===== src/rtl/tzs_pkg.sv =====
package tzs_pkg;
  localparam int IMM_W = 9;
  localparam int IDX_W = 5;
  localparam int WORD_W = 32;
  localparam logic [10:0] OPC_MATCH = 11'b11011001111;
  localparam logic [IDX_W-1:0] SP_IDX = '1;

  // mode encoding equals instruction bits 11:10
  typedef enum logic [1:0] {
    MODE_NONE = 2'b00,
    MODE_POST = 2'b01,
    MODE_OFFS = 2'b10,
    MODE_PRE  = 2'b11
  } mode_e;

  typedef struct packed {
    logic             legal;
    mode_e            mode;
    logic [IMM_W-1:0] imm;
    logic [IDX_W-1:0] base_idx;
    logic [IDX_W-1:0] data_idx;
  } dec_t;

  typedef enum logic [2:0] {
    S_IDLE, S_EXEC, S_REPORT, S_WR0, S_WR1, S_FIN
  } state_e;

  typedef enum logic [1:0] {
    RPT_UNDEF, RPT_SP, RPT_ALIGN
  } rpt_e;
endpackage


===== src/rtl/tzs_decode.sv =====
module tzs_decode
  import tzs_pkg::*;
(
  input  logic [WORD_W-1:0] word,
  output dec_t              dec
);
  always_comb begin
    dec.mode     = mode_e'(word[11:10]);
    dec.imm      = word[20:12];
    dec.base_idx = word[9:5];
    dec.data_idx = word[4:0];
    dec.legal    = (word[31:21] == OPC_MATCH) && (word[11:10] != 2'b00);
  end
endmodule


===== src/rtl/tzs_agen.sv =====
module tzs_agen
  import tzs_pkg::*;
#(
  parameter int ADDR_W    = 64,
  parameter int GRAN_LOG2 = 4
) (
  input  mode_e             mode,
  input  logic [IMM_W-1:0]  imm,
  input  logic              base_is_sp,
  input  logic [ADDR_W-1:0] base_val,
  output logic [ADDR_W-1:0] acc_addr,
  output logic [ADDR_W-1:0] upd_addr,
  output logic              wb_en,
  output logic              sp_misalign,
  output logic              misalign
);
  logic [ADDR_W-1:0] offset;

  always_comb begin
    offset      = {{(ADDR_W-IMM_W){imm[IMM_W-1]}}, imm} << GRAN_LOG2;
    upd_addr    = base_val + offset;
    acc_addr    = (mode == MODE_POST) ? base_val : upd_addr;
    wb_en       = (mode != MODE_OFFS);
    sp_misalign = base_is_sp && (base_val[GRAN_LOG2-1:0] != '0);
    misalign    = (acc_addr[GRAN_LOG2-1:0] != '0);
  end
endmodule


===== src/rtl/tagzero_store_unit.sv =====
module tagzero_store_unit
  import tzs_pkg::*;
#(
  parameter int ADDR_W    = 64,
  parameter int GRAN_LOG2 = 4,
  parameter int TAG_W     = 4,
  parameter int TAG_LSB   = 56,
  localparam int GRAN_BYTES = 1 << GRAN_LOG2,
  localparam int DATA_W     = 8 * GRAN_BYTES
) (
  input  logic              clk,
  input  logic              rst_n,
  input  logic              in_valid,
  output logic              in_ready,
  input  logic [WORD_W-1:0] in_word,
  output logic [IDX_W-1:0]  rd_base_idx,
  input  logic [ADDR_W-1:0] rd_base_val,
  output logic [IDX_W-1:0]  rd_data_idx,
  input  logic [ADDR_W-1:0] rd_data_val,
  input  logic [ADDR_W-1:0] sp_val,
  output logic              mem_valid,
  input  logic              mem_ready,
  output logic [ADDR_W-1:0] mem_addr,
  output logic [TAG_W-1:0]  mem_tag,
  output logic [DATA_W-1:0] mem_wdata,
  output logic              wb_valid,
  output logic [IDX_W-1:0]  wb_idx,
  output logic [ADDR_W-1:0] wb_value,
  output logic              done,
  output logic              undef,
  output logic              fault_sp,
  output logic              fault_align
);
  state_e            state_q;
  logic [WORD_W-1:0] word_q;
  logic [ADDR_W-1:0] acc_q, upd_q;
  logic [TAG_W-1:0]  tag_q;
  logic              wb_en_q;
  rpt_e              rpt_q;

  dec_t              dec;
  logic              base_is_sp;
  logic [ADDR_W-1:0] base_val, data_val;
  logic [ADDR_W-1:0] acc_addr, upd_addr;
  logic              wb_en, sp_misalign, misalign;

  tzs_decode u_decode (
    .word (word_q),
    .dec  (dec)
  );

  assign base_is_sp = (dec.base_idx == SP_IDX);
  assign base_val   = base_is_sp ? sp_val : rd_base_val;
  assign data_val   = (dec.data_idx == SP_IDX) ? sp_val : rd_data_val;

  tzs_agen #(
    .ADDR_W    (ADDR_W),
    .GRAN_LOG2 (GRAN_LOG2)
  ) u_agen (
    .mode        (dec.mode),
    .imm         (dec.imm),
    .base_is_sp  (base_is_sp),
    .base_val    (base_val),
    .acc_addr    (acc_addr),
    .upd_addr    (upd_addr),
    .wb_en       (wb_en),
    .sp_misalign (sp_misalign),
    .misalign    (misalign)
  );

  always_ff @(posedge clk) begin
    if (!rst_n) begin
      state_q <= S_IDLE;
      word_q  <= '0;
      acc_q   <= '0;
      upd_q   <= '0;
      tag_q   <= '0;
      wb_en_q <= 1'b0;
      rpt_q   <= RPT_UNDEF;
    end else begin
      unique case (state_q)
        S_IDLE: if (in_valid) begin
          word_q  <= in_word;
          state_q <= S_EXEC;
        end
        S_EXEC: begin
          acc_q   <= acc_addr;
          upd_q   <= upd_addr;
          tag_q   <= data_val[TAG_LSB +: TAG_W];
          wb_en_q <= wb_en;
          if (!dec.legal) begin
            rpt_q <= RPT_UNDEF;  state_q <= S_REPORT;
          end else if (sp_misalign) begin
            rpt_q <= RPT_SP;     state_q <= S_REPORT;
          end else if (misalign) begin
            rpt_q <= RPT_ALIGN;  state_q <= S_REPORT;
          end else begin
            state_q <= S_WR0;
          end
        end
        S_REPORT: state_q <= S_IDLE;
        S_WR0:    if (mem_ready) state_q <= S_WR1;
        S_WR1:    if (mem_ready) state_q <= S_FIN;
        S_FIN:    state_q <= S_IDLE;
        default:  state_q <= S_IDLE;
      endcase
    end
  end

  assign in_ready    = (state_q == S_IDLE);
  assign rd_base_idx = dec.base_idx;
  assign rd_data_idx = dec.data_idx;
  assign mem_valid   = (state_q == S_WR0) || (state_q == S_WR1);
  assign mem_addr    = (state_q == S_WR1) ? acc_q + ADDR_W'(GRAN_BYTES) : acc_q;
  assign mem_tag     = tag_q;
  assign mem_wdata   = '0;
  assign done        = (state_q == S_FIN);
  assign wb_valid    = done && wb_en_q;
  assign wb_idx      = dec.base_idx;
  assign wb_value    = upd_q;
  assign undef       = (state_q == S_REPORT) && (rpt_q == RPT_UNDEF);
  assign fault_sp    = (state_q == S_REPORT) && (rpt_q == RPT_SP);
  assign fault_align = (state_q == S_REPORT) && (rpt_q == RPT_ALIGN);


  mem_hold_chk: assert property (@(posedge clk) disable iff (!rst_n)
    (mem_valid && !mem_ready) |=> (mem_valid && $stable(mem_addr) && $stable(mem_tag)));


  second_gran_chk: assert property (@(posedge clk) disable iff (!rst_n)
    (mem_valid && mem_ready && !done && $rose(mem_valid)) |=>
      (mem_valid && mem_addr == $past(mem_addr) + ADDR_W'(GRAN_BYTES)));


  done_after_write_chk: assert property (@(posedge clk) disable iff (!rst_n)
    done |-> $past(mem_valid && mem_ready));


  one_status_chk: assert property (@(posedge clk) disable iff (!rst_n)
    $onehot0({done, undef, fault_sp, fault_align}));


  fault_quiet_chk: assert property (@(posedge clk) disable iff (!rst_n)
    (undef || fault_sp || fault_align) |=> (!mem_valid && !wb_valid && in_ready));


  wb_with_done_chk: assert property (@(posedge clk) disable iff (!rst_n)
    wb_valid |-> done);


  ready_idle_chk: assert property (@(posedge clk) disable iff (!rst_n)
    in_ready |-> (!mem_valid && !done));
endmodule


===== config.mk =====
export PLATFORM = sky130hd
export DESIGN_NAME = tagzero_store_unit
export DESIGN_NICKNAME = d
export VERILOG_FILES = /design/src/rtl/tzs_pkg.sv /design/src/rtl/tzs_decode.sv /design/src/rtl/tzs_agen.sv /design/src/rtl/tagzero_store_unit.sv
export SDC_FILE = /design/constraint.sdc
export NUM_CORES = 1
export LEC_CHECK = 0
export BUFFER_PORTS_ARGS = -buffer_cell sky130_fd_sc_hd__buf_2
export CAP_MARGIN = 20
export CORE_AREA = 2 2 200 202
export DETAILED_ROUTE_END_ITERATION = 10
export DIE_AREA = 0 0 202 204
export PLACE_DENSITY_LB_ADDON = 0.15
export SETUP_SLACK_MARGIN = 0.2
export SLEW_MARGIN = 25
export SYNTH_ARGS = -nofsm -noshare
export SYNTH_HDL_FRONTEND = slang
export SYNTH_SLANG_ARGS = --single-unit
export TNS_END_PERCENT = 10

===== constraint.sdc =====
create_clock -name clk -period 4 [get_ports clk]
set_input_delay 0.4 -clock clk [delete_from_list [all_inputs] [get_ports clk]]
set_output_delay 0.4 -clock clk [all_outputs]
set_load 0.03 [all_outputs]

# == After elaboration in Yosys (flattened, before gate mapping) ==
# Index checks and enable logic that the tools add are counted.
# classes
add_sub_neg,2
mul,0
div_mod_pow,0
order_cmp,0
n_eq_ne,16
shifts,0
muxes,14
n_bitwise,0
reduce_logical,15
# op_table
cell,n
$mux 64,3
$add 64x5->64 const B,1
$add 64x64->64,1
$mux 60,1
$pmux 3 s4,1
$eq 11x11->1 const B,1
$eq 5x5->1 const B,2
$mux 3,3
$ne 2x2->1 const B,4
$reduce_bool 4->1,2
$eq 3x2->1 const B,2
$eq 3x3->1 const B,2
$logic_and 1x1->1,6
$mux 2,3
$eq 2x1->1 const B,2
$reduce_and 2->1,2
$eq 3x1->1 const B,1
$logic_not 3->1,1
$mux 1,3
$ne 3x1->1 const B,1
$reduce_and 3->1,1
$eq 2x2->1 const B,1
$logic_not 2->1,1
$reduce_bool 2->1,1
$logic_or 1x1->1,1
# word_totals
reg_bits,170
latch_bits,0
ram_bits,0
romBits,0
input_bits,228
out_inout_bits,282
elab_cells,54
mem_count,0

# == Longest topological paths before layout ==
# Gate-level depths: netlist of the first run.
# logic_depth
word_depth,9
ltp_mapped,18
ltp_nobuf,17

# == Hierarchy ==
# From an unflattened synthesis of the first run, not the netlist that was laid out.
# unflattened
cells_unflattened,2056
area_unflattened_um2,14450.1
# by_module_without_submodules
mod,instances,cells_each,area_each_um2,seq_area_each_um2
tagzero_store_unit,1,1320,9560.4,3403.3
tzs_agen,1,710,4690.7,0.0
tzs_decode,1,26,198.9,0.0

# == Worst setup path after synthesis of the first run ==
# Ideal clock, no wire load.
# synth_timing
path_kind,register to register
start,register word_q[7]
end,register acc_q[56]
setup_ns,0.133
t_arrival_ns,4.078
t_required_ns,3.867
slack_ns,-0.211
stages_incl_launch_ff,19
n_path_buf,3
period_less_slack_ns,4.211
path_cell_list,dfxtp_1 -> and3_1 -> nand3_1 -> clkbuf_1 -> buf_1 -> mux2_2 -> ha_1 -> buf_2 -> a21o_1 -> a21o_1 -> a221oi_1 -> o21ai_0 -> a221oi_2 -> a21oi_2 -> o21ai_2 -> o21ai_4 -> a21o_1 -> a221oi_1 -> a21oi_1
# synth_via
elab_chain_len,4
# synth_rtl
item,line,text
from (decl),tagzero_store_unit.sv:35,logic [WORD_W-1:0] word_q;
from (signal assigned),tagzero_store_unit.sv:83,word_q <= in_word;
$eq 5x5->1 *,tagzero_store_unit.sv:52,assign base_is_sp = (dec.base_idx == SP_IDX);
$mux 64 *,tagzero_store_unit.sv:53,assign base_val = base_is_sp ? sp_val : rd_base_val;
$add 64x64->64,tzs_agen.sv:21,upd_addr = base_val + offset;
$mux 64 *,tzs_agen.sv:22,acc_addr = (mode == MODE_POST) ? base_val : upd_addr;
to (signal assigned),tagzero_store_unit.sv:87,acc_q <= acc_addr;
to (decl),tagzero_store_unit.sv:36,"logic [ADDR_W-1:0] acc_q, upd_q;"
# Every way passes the cells marked *; elsewhere a longest branch is shown, timed or not.
# A chain may end at the register's enable or synchronous reset.

# == Worst setup path in the final report of the first run ==
# layout_timing
start,register word_q[7]
end,"register upd_q[53], in the netlist wb_value[53]"
# layout_via
elab_chain_len,3
# layout_rtl
item,line,text
$eq 5x5->1,tagzero_store_unit.sv:52,
$mux 64,tagzero_store_unit.sv:53,
$add 64x64->64,tzs_agen.sv:21,
to (signal assigned),tagzero_store_unit.sv:88,upd_q <= upd_addr;
to (decl),tagzero_store_unit.sv:36,
# Every way passes these cells.

==> flow_metrics.env, run 1 <==
export IMPL_status="completed"
export IMPL_ir_worst_vdd_mv=0.303
export IMPL_slowest_delay_ns=0.35
export IMPL_antenna_cells=0
export IMPL_first_pass_iters=7
export IMPL_floorplan_rows=73
export IMPL_worst_path_max_delay_cell="a211oi_4"
export IMPL_yosysWarnings=0
export IMPL_synth_fa_ha_area_share_pct=6.37
export IMPL_start_util_pct=33.9
export IMPL_nFillCells=4119
export IMPL_stdcell_count=2680
export IMPL_overflow=0
export IMPL_antenna_found_initial=1
export IMPL_cp_arrival_ns=4.23
export IMPL_fin_skew_ns=0.0140
export IMPL_synth_cell_types=78
export IMPL_routed_wl_mm=45.5
export IMPL_clockBufferDepth=2
export IMPL_hold_viol=0
export IMPL_worst_path_max_fanout=12
export IMPL_cts_tree="built"
export IMPL_die_w_um=202
export IMPL_synth_compound_area_share_pct=21.3
export IMPL_rsz0062_at_grt="yes"
export IMPL_end_kind="register"
export IMPL_io_buffers=321
export IMPL_clock_latency_ns=0.46
export IMPL_place_congestion=0.932
export IMPL_ys_seq_area_share_pct=25.0
export IMPL_grt_pass1_wl_mm=69.7
export IMPL_grt_max_degree=97
export IMPL_max_freq_mhz=256
export IMPL_timing_final_crit_share_pct=97.7
export IMPL_preCtsSetupSlack_ns=-0.0963
export IMPL_slew_headroom_pct=33.8
export IMPL_slew_viol_final=0
export IMPL_path_class="reg2reg"
export IMPL_drc=0
export IMPL_ys_flop_type="dfxtp_1"
export IMPL_die_y_um=204
export IMPL_synth_avg_cell_area_sq_um=7.46
export IMPL_fin_crit_ns=3.91
export IMPL_hp_class="in2reg"
export IMPL_dp_cells=2634
export IMPL_initialDrtViolationCount=667
export IMPL_drive_gt1_share_pct=31.7
export IMPL_h_tree_depth=4
export IMPL_synth_top_area_cell="dfxtp_1"
export IMPL_yosysTopAreaCellShare_pct=25.0
export IMPL_critPathTopFamily="compound AO/OA/AOI/OAI gates"
export IMPL_setup_ws_ns=0.0909
export IMPL_vias=13309
export IMPL_core_sq_um=39200
export IMPL_antenna_left=0
export IMPL_worst_setup_path_start_kind="register"
export IMPL_first_global_vias=12529
export IMPL_areaGrowthSynthToFinish_pct=27.8
export IMPL_clock_sinks=166
export IMPL_min_path_cells=2
export IMPL_synth_simple_area_share_pct=21.2
export IMPL_holdPathEnd="state_q[1]"
export IMPL_path_cells="and3_4 > nand3_4 > buf_12 > buf_16 > mux2_4 > ha_4 > a21oi_2 > nor2_2 > a211oi_4 > a211oi_4 > o31ai_4 > a2111oi_4 > buf_4 > o2111a_2 > o21a_1 > or3_4 > nand3_2 > a21oi_1"
export IMPL_hpwl_mm=34.8
export IMPL_synth_most_common_cell="nand2_1"
export IMPL_muxShareOfSynthArea_pct=6.38
export IMPL_regToRegEndpoint="wb_value[53]"
export IMPL_ys_ff_latch=166
export IMPL_hold_buffers=0
export IMPL_ys_async_sr_fraction_pct=0
export IMPL_rrSetupSlack_ns=0.09
export IMPL_ys_top_cells_by_area="dfxtp_1, nand2_1, buf_4"
export IMPL_viasPerCell=4.97
export IMPL_avgRoutedWirePerCell_um=17.0
export IMPL_synth_common_cells="nand2_1, a21oi_1, dfxtp_1"
export IMPL_path_clk_slew_ns=0.07
export IMPL_p_leak_uw=0.00798
export IMPL_cp_num_buf_inv=3
export IMPL_worstHoldStart="mem_ready"
export IMPL_finalNetCount=2437
export IMPL_netlist_area_sq_um=13300
export IMPL_syn_inst=1781
export IMPL_tightest_slew_ns=0.992
export IMPL_grt_usage_pct=21.5
export IMPL_cpMostUsedCell="a211oi_4"
export IMPL_synth_xor_area_share_pct=7.32
export IMPL_cts_buffers=17
export IMPL_synth_edf_count=0
export IMPL_drv_cap=0
export IMPL_worst_r2r_cell_count=18
export IMPL_synth_top_family_by_area="compound AO/OA/AOI/OAI gates"
export IMPL_reg2reg_from="word_q[7]"
export IMPL_finalSetupViolCount=0
export IMPL_root_buffer="clkbuf_16"
export IMPL_io_pins=510
export IMPL_finalPower_uw=5540
export IMPL_dieArea_sq_um=41200
export IMPL_cp_required_ns=4.33
export IMPL_power_density_nw_per_um2=326
through the flow:
step	util, %	setup TNS, ns	instance area, sq um	hold WS, ns
6_report	43.3	0	17000	0.158
5_1_grt	43.3	-0.269	17000	0.132
4_1_cts	42.5	0	16600	0.127
3_5_place_dp	39.9	-0.713	15600	0.447
3_3_place_gp	39.8	-0.643	15600	0.443
2_1_floorplan	-	0	13800	0.431
worst max-delay path by stage:
stage,from,slack (ns),cells after the start,to
after floorplan,word_q[7],0.25,18,acc_q[56]
final,word_q[7],0.09,18,wb_value[53]
after global placement,word_q[7],-0.11,18,acc_q[63]
after global routing,word_q[7],-0.05,17,acc_q[60]
after detailed placement,word_q[7],-0.1,16,acc_q[56]
after CTS,word_q[7],0.11,18,wb_value[51]
power by group:
| part | switching (uW) | internal, uW | leakage [uW] |
|---|---|---|---|
| clock | 803 | 869 | 0.000269 |
| combinational | 1260 | 733 | 0.00635 |
| sequential | 105 | 1770 | 0.00136 |
cell type report:
cell class	instances	area (sq um)	area share, %
clock buffer	17	425	2.51
clock inverter	15	143	0.840
inverter	27	104	0.612
multi-input combinational	1459	9440	55.6
sequential	166	3330	19.6
tap	525	657	3.87
timing repair buffer	471	2870	16.9
worst register-to-register path, cell delays in order, from the launching register on:
cell and delay, ns:
dfxtp_2 0.33, and3_4 0.19, nand3_4 0.11, buf_12 0.18
buf_16 0.16, mux2_4 0.33, ha_4 0.17, a21oi_2 0.14
nor2_2 0.07, a211oi_4 0.35, a211oi_4 0.13, o31ai_4 0.34
a2111oi_4 0.11, buf_4 0.17, o2111a_2 0.29, o21a_1 0.19
or3_4 0.34, nand3_2 0.11, a21oi_1 0.07
what timing repair did:
action                                  in CTS  in global routing
endpoints found under the setup margin      78                 86
pin swaps                                   28                 23
gates resized for setup                     62                 64
cloned                                       2                  0
setup buffers                                7                  5
registers in the layout, summed over array words and instances, names as in the netlist:
signal and flops:
mem_tag 4, word_q 32, wb_value 60, state_q 3, acc_q 64, rpt_q 2
wb_en_q 1
placed cells by master, fill, tap and decap left out, types with 8 or more instances in the layout:
cell type,netlist,routed
a21o_1,43,43
ha_1,66,44
o21bai_1,15,15
nand2_1,310,305
and2_1,15,13
buf_4,153,139
buf_2,6,320
xnor2_1,72,67
nor2_2,1,8
nor3_1,20,17
a21oi_2,3,12
inv_1,27,25
dfxtp_1,166,159
o21a_1,8,8
a211oi_1,20,17
a311oi_1,28,28
clkbuf_16,0,17
and3_1,21,20
ha_4,0,20
nor2_1,133,123
xor2_1,39,39
mux2i_1,16,16
o21ai_1,8,12
nand3_1,44,41
a31oi_1,10,9
o21ai_0,70,60
a21oi_1,186,175
conb_1,1,128
nand4_1,27,27
mux2_2,61,54
nand2b_1,12,11
logic make-up (layout without fill, tap and decap cells):
family | Yosys count | count (layout)
xor gates and xnor gates | 111 | 111
buffers and inverters | 283 | 530
adders and majority gates | 67 | 67
other | 1 | 128
AOI/OAI and AO/OA | 445 | 445
DFF | 166 | 166
muxes | 77 | 77
and+or+nand+nor | 631 | 631
layer usage:
metal / wire (um) / up-vias / global-route usage [%]
li1: - / 6658 / -
met1: 21100 / 6231 / 28.4
met2: 21600 / 376 / 36.6
met3: 2020 / 42 / 2.97
met4: 809 / 2 / 5.70
met5: 11 / - / 0
Power figures use the tool's default switching activity.
==> run 2: changes to the inputs <==
- CORE_AREA: 2 2 200 202 -> 2 2 198 200
- DIE_AREA: 0 0 202 204 -> 0 0 200 202
- clock period: 4 -> 3.7 ns (I/O delays scaled with it)
==> flow_metrics.env, run 2 (synthesis results as in run 1) <==
export IMPL_drive_gt1_share_pct=37.3
export IMPL_viasPerCell=4.93
export IMPL_power_density_nw_per_um2=349
export IMPL_p_leak_uw=0.00878
export IMPL_ir_worst_vdd_mv=0.336
export IMPL_hp_class="in2reg"
export IMPL_slew_headroom_pct=43.7
export IMPL_fin_crit_ns=3.89
export IMPL_grt_usage_pct=22.4
export IMPL_slew_viol_final=0
export IMPL_root_buffer="clkbuf_16"
export IMPL_cts_tree="built"
export IMPL_clock_sinks=166
export IMPL_cts_buffers=17
export IMPL_multi_input_area_sq_um=9860
export IMPL_status="finished with violations"
export IMPL_layout_commonest_cell="buf_2"
export IMPL_hpwl_mm=35.7
export IMPL_overflow=0
export IMPL_core_sq_um=38300
export IMPL_hold_buffers=0
export IMPL_largest_reg_flops=64
export IMPL_routed_wl_mm=46.5
export IMPL_layout_common_cells="buf_2, nand2_1, buf_4, a21oi_1, dfxtp_1"
export IMPL_finish_utilization_pct=48.0
export IMPL_path_clk_slew_ns=0.07
export IMPL_vias=13797
export IMPL_nFillCells=3888
export IMPL_io_pins=510
export IMPL_avgRoutedWirePerCell_um=16.6
export IMPL_failed_checks="setup timing"
export IMPL_cp_arrival_ns=4.24
export IMPL_top_register="acc_q"
export IMPL_rsz0062_at_grt="yes"
export IMPL_die_y_um=202
export IMPL_grt_max_degree=65
export IMPL_placed_cell_area_sq_um=16700
export IMPL_hold_viol=0
export IMPL_fin_skew_ns=0.0134
export IMPL_cp_required_ns=4.05
export IMPL_antenna_cells=0
export IMPL_floorplan_rows=72
export IMPL_antenna_found_initial=0
export IMPL_clock_latency_ns=0.46
export IMPL_first_pass_iters=5
export IMPL_initialDrtViolationCount=582
export IMPL_path_class="reg2reg"
export IMPL_dieArea_sq_um=40400
export IMPL_drv_cap=0
export IMPL_start_util_pct=34.7
export IMPL_h_tree_depth=4
export IMPL_worst_path_max_fanout=6
export IMPL_io_buffers=321
export IMPL_setup_ws_ns=-0.186
export IMPL_antenna_left=0
export IMPL_place_congestion=0.876
export IMPL_final_cell_area_sq_um=18400
export IMPL_tightest_slew_ns=0.844
export IMPL_max_freq_mhz=257
export IMPL_finalSetupViolCount=24
export IMPL_drc=0
export IMPL_areaGrowthSynthToFinish_pct=38.5
export IMPL_register_area_sq_um=3340
export IMPL_first_global_vias=13035
export IMPL_grt_pass1_wl_mm=71.0
export IMPL_die_w_um=200
export IMPL_clockBufferDepth=2
export IMPL_end_kind="register"
export IMPL_finalNetCount=2561
export IMPL_timing_final_crit_share_pct=105
export IMPL_worst_setup_path_start_kind="register"
## run 2: layout make-up
type	instances	share of cell area (%)
repair buffers	595	20.6
flip-flops and latches	166	18.1
well taps	518	3.52
multi-input cells	1459	53.6
clock buffers	17	2.31
clock inverters	15	1.18
inverters	27	0.565
## run 2: timing repair
action | in CTS | in global routing
cloned | 1 | 0
pin swaps | 53 | 35
setup endpoints to repair | 95 | 99
resized for setup | 130 | 56
setup buffers | 10 | 6
## run 2: worst max-delay path, cell delays in order (launching register included)
cell	delay (ns)
dfxtp_2	0.33
and3_4	0.19
nand3_4	0.14
buf_4	0.17
buf_4	0.14
mux2_4	0.32
ha_4	0.29
nand3_1	0.09
nor2_2	0.15
o211ai_4	0.11
a211oi_4	0.27
o31ai_4	0.13
a2111oi_4	0.40
o2111a_2	0.32
o21ai_4	0.09
buf_6	0.13
o21ai_4	0.15
mux2i_1	0.10
o31a_1	0.24
## run 2: power by group
group	total, uW	switching [uW]	leakage, uW	internal (uW)
clock network	2010	863	0.000318	1150
registers	2040	117	0.00136	1920
logic	2370	1420	0.00710	946
total	6410	2400	0.00878	4010
## run 2: path summary, 6_finish.rpt
check               startpoint  cells past startpoint      endpoint  slack, ns
setup / recovery     word_q[5]                     18     acc_q[61]      -0.19
hold / removal       mem_ready                      2    state_q[1]       0.13
setup reg to reg     word_q[5]                     18     acc_q[61]      -0.19
hold reg to reg   wb_value[34]                      2  wb_value[34]       0.45
## run 2: through the flow
step | cells | setup slack (ns) | setup TNS [ns] | total power (uW) | hold WS (ns)
after floorplan | 1908 | 0.0463 | 0 | 3560 | 0.431
final | 2797 | -0.186 | -2.04 | 6410 | 0.133
after detailed placement | 2748 | -0.318 | -7.47 | 4240 | 0.446
after CTS | 2791 | -0.180 | -2.48 | 6410 | 0.107
after global routing | 2797 | -0.361 | -11.18 | 6750 | 0.118
after global placement | 2748 | -0.343 | -6.04 | 4230 | 0.439
## run 2: routing by layer
layer  wire, um  vias up  track usage [%]
met2      22200      385             37.8
met4        692        0             5.87
li1           -     6905                -
met5          0        -                0
met1      21400     6474             30.0
met3       2170       33             2.94
